<file path="config.mk">
export PLATFORM = sky130hd
export DESIGN_NAME = lsu_top
export DESIGN_NICKNAME = d
export VERILOG_FILES = /design/src/rtl/lsu_pkg.sv /design/src/rtl/lsu_addr_check.sv /design/src/rtl/lsu_store_align.sv /design/src/rtl/lsu_load_extend.sv /design/src/rtl/lsu_top.sv
export SDC_FILE = /design/constraint.sdc
export NUM_CORES = 1
export LEC_CHECK = 0
export BUFFER_PORTS_ARGS = -buffer_cell sky130_fd_sc_hd__buf_2
export CORE_AREA = 3 3 188 190
export DETAILED_ROUTE_END_ITERATION = 12
export DIE_AREA = 0 0 191 193
export PLACE_DENSITY_LB_ADDON = 0.05
export SETUP_SLACK_MARGIN = 0.02
export SYNTH_ARGS = -nofsm -noshare
export SYNTH_HDL_FRONTEND = slang
export SYNTH_SLANG_ARGS = --single-unit
</file>
<file path="constraint.sdc">
create_clock -name clk -period 8.1 [get_ports clk]
set_input_delay 1.62 -clock clk [delete_from_list [all_inputs] [get_ports clk]]
set_output_delay 1.62 -clock clk [all_outputs]
set_load 0.05 [all_outputs]
</file>
<file path="src/rtl/lsu_pkg.sv">
// Shared definitions for the load/store unit: size codes and trap cause values.
package lsu_pkg;
    typedef enum logic [1:0] {
        SZ_BYTE  = 2'd0,
        SZ_HALF  = 2'd1,
        SZ_WORD  = 2'd2,
        SZ_DWORD = 2'd3
    } acc_size_e;

    localparam int CAUSE_W = 4;
    localparam logic [CAUSE_W-1:0] CAUSE_LOAD_MISALIGN  = 4'd4;
    localparam logic [CAUSE_W-1:0] CAUSE_STORE_MISALIGN = 4'd6;
endpackage

</file>
<file path="src/rtl/lsu_addr_check.sv">
// Effective address adder and alignment / legality checker.
// Assumes XLEN is 32 or 64 and the displacement is two's complement.
module lsu_addr_check #(
    parameter int XLEN = 64,
    parameter int OFFW = 12
) (
    input  logic [XLEN-1:0] base,
    input  logic [OFFW-1:0] offset,
    input  logic [1:0]      size,
    input  logic            is_load,
    input  logic            uns,
    output logic [XLEN-1:0] eff_addr,
    output logic            misaligned,
    output logic            bad_kind
);
    import lsu_pkg::*;

    localparam bit NARROW = (XLEN == 32);

    acc_size_e sz;
    assign sz = acc_size_e'(size);

    // Add the sign-extended displacement to the base.
    always_comb begin
        eff_addr = base + {{(XLEN-OFFW){offset[OFFW-1]}}, offset};
    end

    // Natural alignment test per access size.
    always_comb begin
        unique case (sz)
            SZ_BYTE:  misaligned = 1'b0;
            SZ_HALF:  misaligned = eff_addr[0];
            SZ_WORD:  misaligned = |eff_addr[1:0];
            default:  misaligned = |eff_addr[2:0];
        endcase
    end

    // Access kinds the configured width does not provide.
    always_comb begin
        bad_kind = is_load && uns && (sz == SZ_DWORD);
        if (NARROW) begin
            bad_kind = bad_kind || (sz == SZ_DWORD) || (is_load && uns && (sz == SZ_WORD));
        end
    end
endmodule

</file>
<file path="src/rtl/lsu_store_align.sv">
// Builds the byte-lane mask and moves the low store bytes into the addressed lanes.
// Assumes a legal size for the width; upper operand bits are dropped.
module lsu_store_align #(
    parameter int XLEN = 64
) (
    input  logic [1:0]              size,
    input  logic [$clog2(XLEN/8)-1:0] lane,
    input  logic [XLEN-1:0]         sdata,
    output logic [XLEN/8-1:0]       be,
    output logic [XLEN-1:0]         wdata
);
    localparam int NB = XLEN / 8;

    logic [NB-1:0]   size_lanes;
    logic [XLEN-1:0] kept;
    int              nbytes;

    // Mark the lanes covered by the access size and keep only those bytes.
    always_comb begin
        nbytes = 1 << size;
        for (int i = 0; i < NB; i++) begin
            size_lanes[i]   = (i < nbytes);
            kept[8*i +: 8]  = (i < nbytes) ? sdata[8*i +: 8] : 8'h00;
        end
    end

    // Shift mask and data up to the addressed lane.
    always_comb begin
        be    = size_lanes << lane;
        wdata = kept << {lane, 3'b000};
    end
endmodule

</file>
<file path="src/rtl/lsu_load_extend.sv">
// Holds the context of an accepted load for one cycle, then selects and extends
// the returned bytes. Assumes memory answers exactly one cycle after the request.
module lsu_load_extend #(
    parameter int XLEN = 64
) (
    input  logic                      clk,
    input  logic                      rst_n,
    input  logic                      capture,
    input  logic [1:0]                size,
    input  logic                      uns,
    input  logic [$clog2(XLEN/8)-1:0] lane,
    input  logic [XLEN-1:0]           rdata,
    output logic                      valid,
    output logic [XLEN-1:0]           data
);
    localparam int NB = XLEN / 8;
    localparam int LB = $clog2(NB);

    logic [1:0]      size_q;
    logic            uns_q;
    logic [LB-1:0]   lane_q;
    logic [XLEN-1:0] shifted;
    logic [XLEN-1:0] keep;
    logic            msb;
    int              nbytes;

    // Register the request context alongside the pending-load flag.
    always_ff @(posedge clk) begin
        if (!rst_n) begin
            valid  <= 1'b0;
            size_q <= '0;
            uns_q  <= 1'b0;
            lane_q <= '0;
        end else begin
            valid <= capture;
            if (capture) begin
                size_q <= size;
                uns_q  <= uns;
                lane_q <= lane;
            end
        end
    end

    // Bring the addressed bytes to lane zero and find the field's top bit.
    always_comb begin
        shifted = rdata >> {lane_q, 3'b000};
        nbytes  = 1 << size_q;
        msb     = 1'b0;
        for (int i = 0; i < NB; i++) begin
            keep[8*i +: 8] = (i < nbytes) ? 8'hFF : 8'h00;
            if (i == nbytes - 1) msb = shifted[8*i+7];
        end
    end

    // Fill the bits above the field with the sign or with zero.
    always_comb begin
        data = (shifted & keep) | ((!uns_q && msb) ? ~keep : '0);
    end
endmodule

</file>
<file path="src/rtl/lsu_top.sv">
// Load/store alignment and extension unit. Forms the effective address, traps
// misaligned and unsupported accesses, aligns stores and extends loads.
// Assumes a single-cycle-latency memory whose bus is XLEN bits wide.
module lsu_top #(
    parameter int XLEN = 64,
    parameter int OFFW = 12
) (
    input  logic                clk,
    input  logic                rst_n,
    input  logic                req_valid,
    input  logic                req_is_store,
    input  logic [1:0]          req_size,
    input  logic                req_unsigned,
    input  logic [XLEN-1:0]     base,
    input  logic [OFFW-1:0]     offset,
    input  logic [XLEN-1:0]     store_data,
    input  logic [XLEN-1:0]     mem_rdata,
    output logic                mem_req,
    output logic                mem_we,
    output logic [XLEN-1:0]     mem_addr,
    output logic [XLEN/8-1:0]   mem_be,
    output logic [XLEN-1:0]     mem_wdata,
    output logic                load_valid,
    output logic [XLEN-1:0]     load_data,
    output logic                fault,
    output logic [3:0]          fault_cause,
    output logic [XLEN-1:0]     trap_value,
    output logic                illegal
);
    import lsu_pkg::*;

    localparam int NB = XLEN / 8;
    localparam int LB = $clog2(NB);

    logic [XLEN-1:0] ea;
    logic            mis;
    logic            bad;
    logic [NB-1:0]   be_w;
    logic            accept;

    lsu_addr_check #(.XLEN(XLEN), .OFFW(OFFW)) addr_i (
        .base       (base),
        .offset     (offset),
        .size       (req_size),
        .is_load    (!req_is_store),
        .uns        (req_unsigned),
        .eff_addr   (ea),
        .misaligned (mis),
        .bad_kind   (bad)
    );

    lsu_store_align #(.XLEN(XLEN)) st_i (
        .size  (req_size),
        .lane  (ea[LB-1:0]),
        .sdata (store_data),
        .be    (be_w),
        .wdata (mem_wdata)
    );

    lsu_load_extend #(.XLEN(XLEN)) ld_i (
        .clk     (clk),
        .rst_n   (rst_n),
        .capture (accept && !req_is_store),
        .size    (req_size),
        .uns     (req_unsigned),
        .lane    (ea[LB-1:0]),
        .rdata   (mem_rdata),
        .valid   (load_valid),
        .data    (load_data)
    );

    // Gate the memory port on a clean request.
    always_comb begin
        accept   = req_valid && !mis && !bad;
        mem_req  = accept;
        mem_we   = accept && req_is_store;
        mem_addr = ea;
        mem_be   = accept ? be_w : '0;
    end

    // Report misalignment and unsupported kinds.
    always_comb begin
        illegal     = req_valid && bad;
        fault       = req_valid && mis && !bad;
        fault_cause = !fault ? '0 : (req_is_store ? CAUSE_STORE_MISALIGN : CAUSE_LOAD_MISALIGN);
        trap_value  = fault ? ea : '0;
    end
endmodule

</file>
==> impl_metrics.toml <==
[outcome]
status = "finished clean"

[sta]
fin_ws_ns = 1.40
skew_ns = 0
fin_crit_ns = 6.70
hold_viol = 0
setup_viol = 0
tns_ns = 0
fmax_mhz = 149
maxSlewHeadroom = 0.368
worstMarginPinSlew_ns = 0.948
rsz0062_at_grt = "false"
drv_slew = 0
min_period_over_period = 0.827

[die]
start_util = 0.265
rows = 67
die_w_um = 191
die_y_um = 193
core_area_um2 = 33600
die_area_um2 = 36900
boundaryPins = 484

[final_layout]
nFillCells = 3828
final_nets = 2027
syn_to_final_growth_pct = 30.1
drive_gt1_frac = 0.339
final_util = 0.345

[logic_synthesis]
synth_cell_types = 79
syn-cell-area_um2 = 8900
synth_xor_area_frac = 0.0453
async_flop_share = 0
ys_seq_elements = 7
synth_compound_area_frac = 0.345
ys_seq_area_frac = 0.0157
yosysWarnings = 0
synth_top_family_by_area = "compound AO/OA/AOI/OAI gates"
synth_ff_type = "dfxtp_1"
muxShareOfSynthArea = 0.152
synth-adder-area-share = 0.0908
synth_edf_count = 0
synth.avg_cell_area_um2 = 6.51
netlist_instances = 1367
synth-simple-area-share = 0.285

[placed_design]
gp_congestion = 0.920
io_buffers = 481
detailed_place_hpwl_um = 36400
post-place-ws_ns = 1.43

[grt]
grt_overflow = 0
grt_pass1_wl_um = 65000
grt_pass1_vias = 11059
antenna_found_initial = 3
grt_max_degree = 91
grt.total_usage = 0.220

[power_and_ir_drop]
p_leak_nw = 5.45
power_frac_comb = 0.939
clockPowerShare = 0.041
seq_power_share = 0.020
swShare = 0.716
p_int_uw = 573
p_per_area_nw_per_um2 = 174
peakVddDrop_v = 0.000100
switchingPower_mw = 1.44

[run]
timing.max_cap.violations = 0

[setup_path]
crit_family = "compound AO/OA/AOI/OAI gates"
critPathMostFrequentCell = "a21oi_1"
cp_max_fo = 31
max_stage_delay_ns = 0.59
path_cells = "buf_2 > ha_1 > a21o_1 > a21o_2 > a21oi_1 > o21ai_0 > a21oi_1 > a21oi_1 > o21a_1 > nor3_1 > buf_2"
path_depth = 11
cp.arrival_ns = 5.08
ff2ff_path_depth = 2
path_class = "input port to output port"
critical_path_required_ns = 6.48
crit_path_start_kind = "input port"
cp-end-kind = "output port"
critPathSlowestCell = "a21oi_1"
crit_buf_inv = 2

[worst_hold_path]
hp-class = "register to register"
holdPathStages = 2

[clocking]
clockBufferDepth = 2
cts_buffers = 3
numClockSinks = 7
clkTransAtPathRegs_ns = 0.04
htree_levels = 1
cts-root-buf = "clkbuf_16"
cts_tree = "yes"
cts.repair.resized = 0
clkLatencyLatePin_ns = 0.23
hold_buffers = 0
postCtsSetupRepairBufs = 0

[detailed_routing]
antenna_left = 0
wl_per_cell_um = 20.0
via_count = 11666
vias_per_cell = 5.30
drt_pass1_iterations = 5
wirelength_um = 44100
drt_iter0_drc = 669
drc = 0
==> path summary, 6_finish.rpt <==
path / start / end / slack [ns]
setup / recovery: offset[11] / trap_value[63] / 1.40
setup reg to reg: ld_i.size_q[1]$_SDFFE_PN0P_ / ld_i.size_q[1]$_SDFFE_PN0P_ / 6.76
hold reg to reg: ld_i.uns_q$_SDFFE_PN0P_ / ld_i.uns_q$_SDFFE_PN0P_ / 0.48
hold / removal: ld_i.uns_q$_SDFFE_PN0P_ / ld_i.uns_q$_SDFFE_PN0P_ / 0.48
==> cells in the final DEF, fill, tap and decap left out, types with 14 or more instances in the layout <==
cell      instances
a21oi_1         147
nand3_1          16
a221oi_1         19
a22oi_1          14
nand2b_1         21
and2_1           59
mux2i_1          35
nand4_1          27
o21a_1           20
nand2_1         174
mux2_2           41
o21ai_0         130
mux4_2           24
nor3_1           40
xnor2_1          23
o21bai_1         23
ha_1             62
a21o_1           29
inv_1            24
nor2b_1          22
xor2_1           22
buf_2           481
nor2_1          127
==> state kept, by name, indices dropped and copies added, names as in the netlist <==
name	cells
ld_i.valid	1
ld_i.size_q	2
ld_i.lane_q	3
ld_i.uns_q	1
==> area by class of cell <==
type	instances	area [um^2]	share of cell area
multi-input cells	1221	8200	0.708
repair buffers	492	2490	0.215
well taps	448	561	0.0484
flip-flops and latches	7	145	0.0125
inverters	27	101	0.00875
clock buffers	4	78.8	0.00681
diodes	2	5.00	0.000432
==> per-stage QoR <==
| step | power [mW] | cells | instance area (um^2) | hold slack, ns |
|---|---|---|---|---|
| global placement | 1.95 | 2195 | 11500 | 0.473 |
| CTS | 2.03 | 2199 | 11600 | 0.486 |
| detailed placement | 1.94 | 2195 | 11500 | 0.478 |
| global route | 2.14 | 2201 | 11600 | 0.526 |
| floorplan | 1.46 | 1368 | 8910 | 0.456 |
| finish | 2.02 | 2201 | 11600 | 0.479 |
==> cell usage after synthesis (4+ instances only) <==
master	count	area, um^2
a21boi_0	10	75.1
inv_1	26	97.6
nand2b_1	21	131
and3_1	9	56.3
buf_1	12	45.0
buf_4	7	52.6
ha_1	63	788
mux4_2	24	541
a21oi_1	147	736
nor3_1	40	200
nand4_1	27	169
dfxtp_1	7	140
o21ai_0	130	651
nand2_1	174	653
a221oi_1	19	166
nor4_1	6	37.5
or3_1	9	56.3
clkbuf_1	72	270
and2_1	59	369
nor2b_1	22	138
xor2_1	22	193
xnor2_1	24	210
o21a_1	20	150
a22oi_1	14	105
a31oi_1	4	25.0
a211o_1	6	52.6
mux2_2	41	462
a21o_1	29	218
mux2i_1	35	350
o21ai_1	7	35.0
o211ai_1	12	90.1
a32oi_1	4	35.0
nor2_1	128	480
o22ai_1	9	56.3
buf_2	18	90.1
a211oi_1	5	37.5
a32o_1	8	80.1
or2_2	5	31.3
nand3_1	16	80.1
o21bai_1	23	173
==> metal layers <==
layer,wire length (um),share of wire,up-vias,global-route usage
met5,0,0,-,0
met4,606,0.014,0,0.0373
met3,2990,0.068,27,0.0264
met2,21400,0.49,445,0.388
met1,19100,0.43,5404,0.294
li1,-,-,5790,-
==> power by group through the flow <==
| stage | registers, mW | logic [mW] | clock network (mW) |
|---|---|---|---|
| floorplan | 0.0386 | 1.42 | 0 |
| global placement | 0.0405 | 1.91 | 0 |
| detailed placement | 0.0406 | 1.90 | 0 |
| CTS | 0.0401 | 1.90 | 0.0844 |
| global route | 0.0407 | 2.01 | 0.0868 |
| finish | 0.0400 | 1.89 | 0.0832 |
==> kinds of logic (layout without fill, tap and decap cells) <==
| logic type | count (synthesis) | in the layout |
|---|---|---|
| AO/OA/AOI/OAI | 480 | 480 |
| XOR/XNOR | 46 | 46 |
| adder cells (fa/ha/maj) | 64 | 64 |
| buffers and inverters | 140 | 523 |
| flip-flops | 7 | 7 |
| multiplexers | 100 | 100 |
| other | 1 | 4 |
| AND/OR/NAND/NOR | 529 | 529 |
==> tightest hold or removal path, stage by stage (launching register included) <==
cell,delay (ns)
dfxtp_1,0.30
o21ai_0,0.06
a21boi_0,0.07
Power figures use the tool's default switching activity.
